## src/rtl/sbg_pkg.sv

```systemverilog
package sbg_pkg;
  typedef enum logic [1:0] {
    PK_NONE  = 2'd0,
    PK_HORIZ = 2'd1,
    PK_EQUAL = 2'd2,
    PK_BROAD = 2'd3
  } pulse_kind_e;
endpackage

```

## src/rtl/sbg_sampler.sv

```systemverilog
module sbg_sampler (
  input  logic clk_i,
  input  logic rst_ni,
  input  logic hsync_i,
  input  logic vsync_i,
  output logic sync_o,
  output logic fall_o,
  output logic rise_o,
  output logic clamp_o
);
  // [0] first sample, [1] resampled sync, [2] previous resampled value
  logic [2:0] sh_q;
  logic       clamp_q;

  assign sync_o  = sh_q[1];
  assign fall_o  = sh_q[2] & ~sh_q[1];
  assign rise_o  = ~sh_q[2] & sh_q[1];
  assign clamp_o = clamp_q;

  always_ff @(posedge clk_i or negedge rst_ni) begin
    if (!rst_ni) begin
      sh_q    <= '1;
      clamp_q <= 1'b0;
    end else begin
      sh_q    <= {sh_q[1:0], hsync_i ~^ vsync_i};
      clamp_q <= fall_o;
    end
  end

  AST_CLAMP_AFTER_FALL: assert property (@(posedge clk_i) disable iff (!rst_ni)
    $fell(sh_q[1]) |=> clamp_q);
endmodule

```

## src/rtl/sbg_width_meter.sv

```systemverilog
module sbg_width_meter #(
  parameter int CNT_W     = 7,
  parameter int NT_EQ_MAX = 21,
  parameter int NT_H_MIN  = 29,
  parameter int NT_H_MAX  = 43,
  parameter int NT_BR_MIN = 71,
  parameter int PL_EQ_MAX = 26,
  parameter int PL_H_MIN  = 35,
  parameter int PL_H_MAX  = 53,
  parameter int PL_BR_MIN = 88
) (
  input  logic       clk_i,
  input  logic       rst_ni,
  input  logic       sync_i,
  input  logic       fall_i,
  input  logic       rise_i,
  input  logic       pal_i,
  output logic       kind_valid_o,
  output logic [1:0] kind_o
);
  import sbg_pkg::*;

  localparam logic [CNT_W-1:0] CNT_MAX = {CNT_W{1'b1}};

  logic [CNT_W-1:0] cnt_q;
  logic             sat_q;
  logic [CNT_W-1:0] eq_max, h_min, h_max, br_min;
  pulse_kind_e      cls;
  logic             kv_q;
  pulse_kind_e      kind_q;

  always_comb begin
    eq_max = pal_i ? CNT_W'(PL_EQ_MAX) : CNT_W'(NT_EQ_MAX);
    h_min  = pal_i ? CNT_W'(PL_H_MIN)  : CNT_W'(NT_H_MIN);
    h_max  = pal_i ? CNT_W'(PL_H_MAX)  : CNT_W'(NT_H_MAX);
    br_min = pal_i ? CNT_W'(PL_BR_MIN) : CNT_W'(NT_BR_MIN);
    if (cnt_q <= eq_max)                        cls = PK_EQUAL;
    else if (cnt_q >= h_min && cnt_q <= h_max)  cls = PK_HORIZ;
    else if (cnt_q >= br_min)                   cls = PK_BROAD;
    else                                        cls = PK_NONE;
  end

  always_ff @(posedge clk_i or negedge rst_ni) begin
    if (!rst_ni) begin
      cnt_q  <= '0;
      sat_q  <= 1'b0;
      kv_q   <= 1'b0;
      kind_q <= PK_NONE;
    end else begin
      kv_q <= 1'b0;
      if (fall_i) begin
        cnt_q <= CNT_W'(1);
        sat_q <= 1'b0;
      end else if (!sync_i && cnt_q != CNT_MAX) begin
        cnt_q <= cnt_q + 1'b1;
      end
      if (rise_i && !sat_q && cls != PK_NONE) begin
        kv_q   <= 1'b1;
        kind_q <= cls;
      end
      // still low past the counter range: report broad once
      if (!sync_i && !fall_i && cnt_q == CNT_MAX && !sat_q) begin
        kv_q   <= 1'b1;
        kind_q <= PK_BROAD;
        sat_q  <= 1'b1;
      end
    end
  end

  assign kind_valid_o = kv_q;
  assign kind_o       = kind_q;

  AST_SINGLE_REPORT: assert property (@(posedge clk_i) disable iff (!rst_ni)
    kv_q |=> !kv_q);
  AST_NO_OVERFLOW: assert property (@(posedge clk_i) disable iff (!rst_ni)
    (cnt_q == CNT_MAX && !fall_i) |=> cnt_q == CNT_MAX);
  AST_KIND_NONZERO: assert property (@(posedge clk_i) disable iff (!rst_ni)
    kv_q |-> kind_q != PK_NONE);
endmodule

```

## src/rtl/sbg_burst_timer.sv

```systemverilog
module sbg_burst_timer #(
  parameter int CNT_W        = 7,
  parameter int NT_BST_START = 46,
  parameter int NT_BST_LEN   = 18,
  parameter int PL_BST_START = 56,
  parameter int PL_BST_LEN   = 20
) (
  input  logic       clk_i,
  input  logic       rst_ni,
  input  logic       fall_i,
  input  logic       pal_i,
  input  logic       kind_valid_i,
  input  logic [1:0] kind_i,
  output logic       burst_o
);
  import sbg_pkg::*;

  localparam logic [CNT_W-1:0] CNT_MAX = {CNT_W{1'b1}};

  logic [CNT_W-1:0] tcnt_q;
  logic             armed_q;
  logic [CNT_W-1:0] b_start, b_end;

  always_comb begin
    b_start = pal_i ? CNT_W'(PL_BST_START) : CNT_W'(NT_BST_START);
    b_end   = pal_i ? CNT_W'(PL_BST_START + PL_BST_LEN)
                    : CNT_W'(NT_BST_START + NT_BST_LEN);
  end

  always_ff @(posedge clk_i or negedge rst_ni) begin
    if (!rst_ni) begin
      tcnt_q  <= '0;
      armed_q <= 1'b0;
    end else begin
      if (fall_i)                  tcnt_q <= CNT_W'(1);
      else if (tcnt_q != CNT_MAX)  tcnt_q <= tcnt_q + 1'b1;
      if (fall_i)                                   armed_q <= 1'b0;
      else if (kind_valid_i && kind_i == PK_HORIZ)  armed_q <= 1'b1;
    end
  end

  assign burst_o = armed_q && tcnt_q >= b_start && tcnt_q < b_end;

  AST_NO_ARM_ON_OTHER: assert property (@(posedge clk_i) disable iff (!rst_ni)
    (kind_valid_i && kind_i != PK_HORIZ) |=> !armed_q);
endmodule

```

## src/rtl/sync_burst_gen.sv

```systemverilog
module sync_burst_gen #(
  parameter int CNT_W        = 7,
  parameter int NT_EQ_MAX    = 21,
  parameter int NT_H_MIN     = 29,
  parameter int NT_H_MAX     = 43,
  parameter int NT_BR_MIN    = 71,
  parameter int NT_BST_START = 46,
  parameter int NT_BST_LEN   = 18,
  parameter int PL_EQ_MAX    = 26,
  parameter int PL_H_MIN     = 35,
  parameter int PL_H_MAX     = 53,
  parameter int PL_BR_MIN    = 88,
  parameter int PL_BST_START = 56,
  parameter int PL_BST_LEN   = 20
) (
  input  logic       clk_i,
  input  logic       rst_ni,
  input  logic       hsync_i,
  input  logic       vsync_i,
  input  logic       pal_i,
  output logic       csync_o,
  output logic       clamp_o,
  output logic       kind_valid_o,
  output logic [1:0] kind_o,
  output logic       burst_o
);
  logic sync_s, fall_s, rise_s;

  sbg_sampler u_sampler (
    .clk_i, .rst_ni, .hsync_i, .vsync_i,
    .sync_o(sync_s), .fall_o(fall_s), .rise_o(rise_s), .clamp_o(clamp_o)
  );

  sbg_width_meter #(
    .CNT_W(CNT_W),
    .NT_EQ_MAX(NT_EQ_MAX), .NT_H_MIN(NT_H_MIN), .NT_H_MAX(NT_H_MAX), .NT_BR_MIN(NT_BR_MIN),
    .PL_EQ_MAX(PL_EQ_MAX), .PL_H_MIN(PL_H_MIN), .PL_H_MAX(PL_H_MAX), .PL_BR_MIN(PL_BR_MIN)
  ) u_meter (
    .clk_i, .rst_ni, .sync_i(sync_s), .fall_i(fall_s), .rise_i(rise_s), .pal_i,
    .kind_valid_o, .kind_o
  );

  sbg_burst_timer #(
    .CNT_W(CNT_W),
    .NT_BST_START(NT_BST_START), .NT_BST_LEN(NT_BST_LEN),
    .PL_BST_START(PL_BST_START), .PL_BST_LEN(PL_BST_LEN)
  ) u_burst (
    .clk_i, .rst_ni, .fall_i(fall_s), .pal_i,
    .kind_valid_i(kind_valid_o), .kind_i(kind_o), .burst_o
  );

  assign csync_o = sync_s;

  AST_BURST_OUTSIDE_SYNC: assert property (@(posedge clk_i) disable iff (!rst_ni)
    burst_o |-> csync_o);
endmodule

```

## config.mk

```make
export PLATFORM = sky130hd
export DESIGN_NAME = sync_burst_gen
export DESIGN_NICKNAME = d
export VERILOG_FILES = /design/src/rtl/sbg_pkg.sv /design/src/rtl/sbg_sampler.sv /design/src/rtl/sbg_width_meter.sv /design/src/rtl/sbg_burst_timer.sv /design/src/rtl/sync_burst_gen.sv
export SDC_FILE = /design/constraint.sdc
export NUM_CORES = 1
export LEC_CHECK = 0
export ABC_AREA = 1
export BUFFER_PORTS_ARGS = -buffer_cell sky130_fd_sc_hd__clkbuf_2
export CAP_MARGIN = 30
export CORE_MARGIN = 10
export CORE_UTILIZATION = 48
export CTS_CLUSTER_DIAMETER = 120
export DETAILED_ROUTE_END_ITERATION = 10
export PLACE_DENSITY = 0.76
export SLEW_MARGIN = 5
export SYNTH_ARGS = -nofsm -noshare
export SYNTH_HDL_FRONTEND = slang
export SYNTH_SLANG_ARGS = --single-unit
```

## constraint.sdc

```tcl
create_clock -name clk_i -period 3.18 [get_ports clk_i]
set_input_delay 0.954 -clock clk_i [delete_from_list [all_inputs] [get_ports clk_i]]
set_output_delay 0.954 -clock clk_i [all_outputs]
set_load 0.05 [all_outputs]
```

==> reports/qor.yml, run 1 <==
max_freq_mhz: 321
areaGrowthSynthToFinish_pct: 9.96
numCtsBuffers: 3
arrival_ns: 2.16
die_w_um: 77.9
cp.required_ns: 2.23
crit_family: "compound AO/OA/AOI/OAI gates"
netlist_top_cells_count: "52 x nand2_1, 30 x inv_1, 20 x dfrtp_1"
crit_path_top_delay_cell: "ha_1"
avgSynthCellArea_um2: 7.66
clockBufferDepth: 2
drv_slew: 0
overflow: 0
drive_gt1_frac: 0.173
seq_area_frac_synth: 0.360
hp-class: "flip-flop to flip-flop"
cts_hold_buffers: 0
first_pass_iters: 4
viasPerCell: 5.12
grt_use_total: 0.112
period_needed_ns: 3.11
cts_sinks: 23
setup_viol: 0
ys_async_sr_fraction: 1.00
wl_per_cell_um: 12.1
status: "finished clean"
ir_worst_vdd_v: 0.000421
htreeDepth: 1
ys_types: 30
grt_max_degree: 24
port_buffers: 10
drtIter0Drc: 81
synth-edff-count: 0
yosysTopAreaCellShare: 0.311
yosys_warnings: 0
num_antenna_cells: 0
fin_crit_sh: 0.979
crit_chain: "buf_4 -> inv_2 -> ha_1 -> nand2_1 -> a21oi_2 -> nor2_1 -> nor2_1 -> o21ai_1 -> a21oi_2 -> buf_12"
place_ws_ns: 0.0170
worst_setup_path_end_kind: "primary output"
postPlaceCellArea_um2: 1740
slowest_delay_ns: 0.27
skew_ns: 0.00516
crit_buf_inv: 3
path_class: "input port to primary output"
fp.dieArea_um2: 6060
clk_latency_ns: 0.31
die_h_um: 77.9
rows: 20
syn-num-nets: 232
synth_most_common_cell: "nand2_1"
synth-seq-cells: 23
drt-total-wl_mm: 3.25
grt_pass1_vias: 1271
worst_pin_slew_ns: 0.556
synth-main-ff-cell: "dfrtp_1"
start_util: 0.514
synth_cells: 210
cts_tree: "yes"
fin_area_um2: 1770
dpl.hpwl_mm: 2.53
slew_headroom: 0.629
grt_pass1_wl_mm: 5.80
finalPower_uw: 852
fin_ws_ns: 0.0662
root_buffer: "clkbuf_4"
tns_ns: 0
nNetsFinal: 248
io_pins: 11
hold_ws_ns: 0.366
cp_max_fo: 4
max-cap-violations: 0
p_per_area_nw_per_um2: 482
synth_area_leaders: "dfrtp_1 31%, ha_1 13%, nand2_1 12%"
synth_area_leader_cell: "dfrtp_1"
gp_congestion: 0.802
via_count: 1376
drc: 0
cts.clk_slew.worst_paths_ns: 0.12
hold_viol: 0
synthesis.area_um2: 1610
core_area_um2: 3130
antenna_found_initial: 0
power.leakage_nw: 0.916
ant_nets: 0
cp-start-kind: "input port"
-- path summary, 6_finish.rpt --
kind / from / to / slack, ns / depth (start not counted)
max in group asynchronous: rst_ni / u_sampler.sh_q[1]$_DFF_PN1_ / 2.20 / 1
min reg2reg: u_sampler.sh_q[0]$_DFF_PN1_ / u_sampler.sh_q[1]$_DFF_PN1_ / 0.37 / 0
max reg2reg: u_meter.cnt_q[4]$_DFFE_PN0P_ / u_meter.kind_o[0]$_DFFE_PN0P_ / 1.39 / 12
min: u_sampler.sh_q[0]$_DFF_PN1_ / u_sampler.sh_q[1]$_DFF_PN1_ / 0.37 / 0
max: pal_i / burst_o / 0.07 / 10
min in group asynchronous: rst_ni / u_meter.cnt_q[3]$_DFFE_PN0P_ / 0.60 / 1
-- per-stage QoR --
stage / cells / util
finish: 269 / 0.565
global route: 269 / 0.565
CTS: 269 / 0.563
detailed placement: 265 / 0.555
global placement: 265 / 0.555
floorplan: 210 / -
-- what timing repair did --
action / CTS / global route
setup buffers: 0 / 0
resized for setup: 0 / 5
setup endpoints to repair: 0 / 1
-- final cells by class --
| type | instances | area, µm² |
|---|---|---|
| fillers | 298 | 1360 |
| multi-input cells | 152 | 897 |
| flip-flops and latches | 23 | 579 |
| inverters | 34 | 128 |
| repair buffers | 12 | 82.6 |
| well taps | 44 | 55.1 |
| clock buffers | 4 | 26.3 |
-- per-layer routing --
layer	vias to the layer above	wire length (µm)	track usage
met2	19	1600	0.187
met5	-	0	0
met4	0	22	0.0128
met3	4	102	0.0265
met1	640	1530	0.146
li1	713	-	-
-- report_power, final --
part           switching, mW  leakage (nW)  internal [mW]  total (mW)
sequential            0.0573         0.295          0.344       0.401
combinational          0.204         0.606          0.110       0.314
clock                 0.0883        0.0150         0.0490       0.137
-- flip-flops by register name, indices dropped and copies added (netlist names) --
name / flops
u_burst.armed_q: 1
u_burst.tcnt_q: 7
u_meter.cnt_q: 7
u_meter.kind_o: 2
u_meter.kind_valid_o: 1
u_meter.sat_q: 1
u_sampler.clamp_o: 1
u_sampler.sh_q: 3
-- kinds of logic after synthesis --
family / count (synthesis) / share of synthesized area
compound gates: 32 / 0.118
buf+inv: 35 / 0.0864
xor+xnor: 3 / 0.0163
fa+ha+maj: 17 / 0.132
flops: 23 / 0.360
simple gates: 100 / 0.286
-- layout by cell type (no fill, tap or decap), drive strengths merged, types with 7 or more instances in the layout --
cell type and count:
nand2 56, nor2 18, inv 33, nor3 7, o21ai 12, dfrtp 20, clkbuf 12, a21oi 14
nand3 14, ha 17
(Power assumes the default switching activity.)
==> run 2, diff against run 1 <==
--- a/constraint.sdc
+++ b/constraint.sdc
@@ -3,2 +3,2 @@
 set_output_delay 0.954 -clock clk_i [all_outputs]
-set_load 0.05 [all_outputs]
+set_load 0.01 [all_outputs]
==> reports/qor.yml, run 2 (same netlist as run 1, synthesis figures left out) <==
slew_headroom: 0.632
seqPwrFrac: 0.490
reg2reg_depth: 12
postCtsSetupRepairBufs: 0
die_w_um: 77.9
antenna_found_initial: 0
hold_start: "u_sampler.sh_q[0]$_DFF_PN1_"
fp.dieArea_um2: 6060
period_needed_ns: 3.08
hold_depth: 0
power.internal_uw: 498
fin_area_um2: 1750
fin_cells: 269
top_layer: "met4"
cp.required_ns: 2.23
cts_tree: "yes"
hold_viol: 0
max_freq_mhz: 325
fillers: 295
rsz0062_at_grt: "false"
worst_pin_slew_ns: 0.552
io_pins: 11
swShare: 0.392
arrival_ns: 2.12
grt_pass1_wl_mm: 5.93
wl_per_cell_um: 11.7
m1WireLength_mm: 1.46
overflow: 0
hp-class: "flip-flop to flip-flop"
first_pass_iters: 4
r2r_start: "u_meter.cnt_q[2]$_DFFE_PN0P_"
via_count: 1364
wl_met3_um: 144
cts_hold_buffers: 0
fin_crit_sh: 0.968
numCtsBuffers: 3
num_antenna_cells: 0
postPlaceCellArea_um2: 1720
power_frac_clock: 0.171
areaGrowthSynthToFinish_pct: 8.64
cp_max_fo: 4
worst_setup_path_end_kind: "primary output"
drt-total-wl_mm: 3.15
port_buffers: 10
path_class: "input port to primary output"
clk_latency_ns: 0.32
ir_worst_vdd_v: 0.000296
grt_pass1_vias: 1392
tns_ns: 0
die_h_um: 77.9
viasPerCell: 5.07
rows: 20
setup_viol: 0
dpl.hpwl_mm: 2.49
htreeDepth: 1
mostFrequentLayoutCells: "52 x nand2_1, 29 x inv_1, 20 x dfrtp_1"
final_common_cell: "nand2_1"
core_area_um2: 3130
power.leakage_nw: 0.911
max-cap-violations: 0
wl_met2_mm: 1.52
crit_start: "pal_i"
reg_top3: "u_burst.tcnt_q x7, u_meter.cnt_q x7, u_sampler.sh_q x3"
r2r_setup_slack_ns: 1.42
root_buffer: "clkbuf_4"
cts.clk_slew.worst_paths_ns: 0.13
drv_slew: 0
grt_max_degree: 24
start_util: 0.514
hold_ws_ns: 0.369
drtIter0Drc: 99
grt_use_total: 0.115
clockBufferDepth: 2
drive_gt1_frac: 0.169
nNetsFinal: 248
cp-start-kind: "input port"
skew_ns: 0.00464
dp_cells: 265
combPwrFrac: 0.338
drc: 0
switchingPower_uw: 321
cts_sinks: 23
ant_nets: 0
status: "finished clean"
gp_congestion: 0.797
p_per_area_nw_per_um2: 469
==> run 2: metal layers <==
layer | up-vias | GRT usage
met5 | - | 0
met4 | 0 | 0.0365
met3 | 4 | 0.0323
met2 | 35 | 0.192
met1 | 608 | 0.138
li1 | 717 | -
==> run 2: power by group through the flow <==
stage	logic [mW]	registers (mW)	clock network (mW)
floorplan	0.205	0.396	0
global placement	0.271	0.406	0
detailed placement	0.276	0.409	0
CTS	0.280	0.402	0.145
global route	0.328	0.413	0.158
finish	0.277	0.402	0.140
==> run 2: path summary, 6_finish.rpt <==
| kind | end |
|---|---|
| setup reg to reg | u_meter.kind_o[0]$_DFFE_PN0P_ |
| hold reg to reg | u_sampler.sh_q[1]$_DFF_PN1_ |
| min in group asynchronous | u_meter.kind_o[1]$_DFFE_PN0P_ |
| max in group asynchronous | u_sampler.sh_q[1]$_DFF_PN1_ |
| hold / removal | u_sampler.sh_q[1]$_DFF_PN1_ |
| setup / recovery | burst_o |
==> run 2: final cells by class <==
class                           count  area, µm²  area share
Clock buffer                        3       22.5      0.0129
Clock inverter                      1       7.51     0.00430
Inverter                           34        128      0.0731
Multi-Input combinational cell    152        890       0.509
Sequential cell                    23        579       0.332
Tap cell                           44       55.1      0.0315
Timing Repair Buffer               12       65.1      0.0372
==> run 2: timing repair <==
item	in CTS	in global routing
hold endpoints to repair	0	0
resized for setup	0	2
setup endpoints to repair	0	1
==> run 2: metrics by stage <==
| stage | total power, mW | setup slack, ns | util |
|---|---|---|---|
| floorplan | 0.601 | 0.320 | - |
| global placement | 0.678 | 0.153 | 0.549 |
| detailed placement | 0.685 | 0.105 | 0.549 |
| CTS | 0.827 | 0.0966 | 0.558 |
| global route | 0.900 | 0.0247 | 0.558 |
| finish | 0.819 | 0.103 | 0.558 |
==> run 2: critical path, cell delays in order <==
cell and delay [ns]:
clkbuf_2 0.11, inv_2 0.05, ha_1 0.28, nand2_1 0.05, a21oi_1 0.12, nor2_1 0.05, nor2_1 0.08, o21ai_0 0.09
a21oi_1 0.18, buf_2 0.16
==> run 3, diff against run 2 <==
CELL_PAD_IN_SITES_DETAIL_PLACEMENT = 1   (was default)
CELL_PAD_IN_SITES_GLOBAL_PLACEMENT = 2   (was default)
CORE_UTILIZATION = 38   (was 48)
GPL_ROUTABILITY_DRIVEN = 0   (was default)
PLACE_DENSITY = 0.94   (was 0.76)
==> reports/qor.yml, run 3 (same netlist as run 1, synthesis figures left out) <==
status: "finished clean"
io_pins: 11
skew_ns: 0.00314
nNetsFinal: 248
hp-class: "flip-flop to flip-flop"
cp.required_ns: 2.23
endpoint: "burst_o"
areaGrowthSynthToFinish_pct: 12.2
cts.clk_slew.worst_paths_ns: 0.09
hold_depth: 0
antenna_found_initial: 0
seqPwrFrac: 0.448
crit_start: "pal_i"
hold_viol: 0
first_pass_iters: 4
p_per_area_nw_per_um2: 499
numCtsBuffers: 3
fp.dieArea_um2: 7230
fillers: 519
combPwrFrac: 0.347
wl_per_cell_um: 14.6
max_freq_mhz: 330
dp_cells: 271
worst_setup_path_end_kind: "primary output"
wl_met2_mm: 2.12
m1WireLength_mm: 1.82
fin_crit_sh: 0.953
cp_max_fo: 4
top_layer: "met4"
die_h_um: 85.0
arrival_ns: 2.07
rsz0062_at_grt: "false"
drv_slew: 0
grt_pass1_vias: 1589
port_buffers: 10
r2r_setup_slack_ns: 1.35
drtIter0Drc: 59
power.internal_uw: 551
rr_endpoint: "u_meter.kind_o[0]$_DFFE_PN0P_"
clockBufferDepth: 2
mostFrequentLayoutCells: "51 x nand2_1, 29 x inv_1, 20 x dfrtp_1"
cp-start-kind: "input port"
power_frac_clock: 0.205
grt_use_total: 0.125
drt-total-wl_mm: 4.02
start_util: 0.396
cts_hold_buffers: 0
die_w_um: 85.0
htreeDepth: 1
reg2reg_depth: 12
clk_latency_ns: 0.26
fin_cells: 275
path_class: "input port to primary output"
worst_pin_slew_ns: 0.585
overflow: 0
tns_ns: 0
swShare: 0.388
wl_met3_um: 46
setup_viol: 0
drive_gt1_frac: 0.182
hold_start: "u_sampler.sh_q[0]$_DFF_PN1_"
rows: 23
r2r_start: "u_meter.cnt_q[4]$_DFFE_PN0P_"
period_needed_ns: 3.03
cts_sinks: 23
root_buffer: "clkbuf_8"
viasPerCell: 5.05
max-cap-violations: 0
cts_tree: "yes"
ir_worst_vdd_v: 0.000367
power.leakage_nw: 0.927
num_antenna_cells: 0
final_common_cell: "nand2_1"
fin_ws_ns: 0.151
drc: 0
core_area_um2: 4060
dpl.hpwl_mm: 3.18
ant_nets: 0
slew_headroom: 0.610
grt_max_degree: 24
grt_pass1_wl_mm: 7.67
place_ws_ns: 0.0732
reg_top3: "u_burst.tcnt_q x7, u_meter.cnt_q x7, u_sampler.sh_q x3"
switchingPower_uw: 349
via_count: 1389
-- run 3: critical path, stage by stage --
cell     delay (ns)
buf_8          0.09
inv_6          0.04
ha_4           0.24
nand2_2        0.05
a21oi_2        0.12
nor2_1         0.06
nor2_1         0.10
o21ai_1        0.08
a21oi_1        0.18
buf_2          0.16
-- run 3: final cells by class --
class / count / area [µm²] / share of cell area
Clock buffer: 3 / 41.3 / 0.0229
Clock inverter: 1 / 5.00 / 0.00277
Tap cell: 50 / 62.6 / 0.0347
Sequential cell: 23 / 579 / 0.321
Timing Repair Buffer: 12 / 75.1 / 0.0416
Inverter: 34 / 133 / 0.0735
Multi-Input combinational cell: 152 / 908 / 0.503
-- run 3: worst min-delay path by stage --
stage,endpoint,slack [ns]
final,u_sampler.sh_q[1]$_DFF_PN1_,0.36
after global routing,u_sampler.sh_q[1]$_DFF_PN1_,0.38
after CTS,u_sampler.sh_q[1]$_DFF_PN1_,0.37
after detailed placement,u_sampler.sh_q[1]$_DFF_PN1_,0.36
after global placement,u_sampler.sh_q[1]$_DFF_PN1_,0.35
after floorplan,u_sampler.sh_q[1]$_DFF_PN1_,0.35
-- run 3: power groups by stage --
stage	sequential (mW)	combinational (mW)	clock, mW
after detailed placement	0.409	0.292	0
final	0.403	0.313	0.184
after floorplan	0.396	0.205	0
after global placement	0.405	0.279	0
after CTS	0.403	0.298	0.191
after global routing	0.413	0.366	0.205
-- run 3: per-layer routing --
layer | up-vias | GRT usage
met5 | - | 0
met2 | 9 | 0.221
met1 | 663 | 0.155
met4 | 0 | 0.0299
met3 | 4 | 0.0172
li1 | 713 | -
-- run 3: timing repair --
action | CTS | global route
endpoints found under the setup margin | 0 | 1
setup buffers | 0 | 0
resized for setup | 0 | 12
-- run 3: through the flow --
stage	cell area [µm²]	utilization	hold slack, ns	power, mW
finish	1800	0.445	0.363	0.900
global route	1800	0.445	0.376	0.985
CTS	1770	0.436	0.370	0.892
detailed placement	1720	0.425	0.357	0.701
global placement	1720	0.425	0.345	0.684
floorplan	1610	-	0.345	0.601
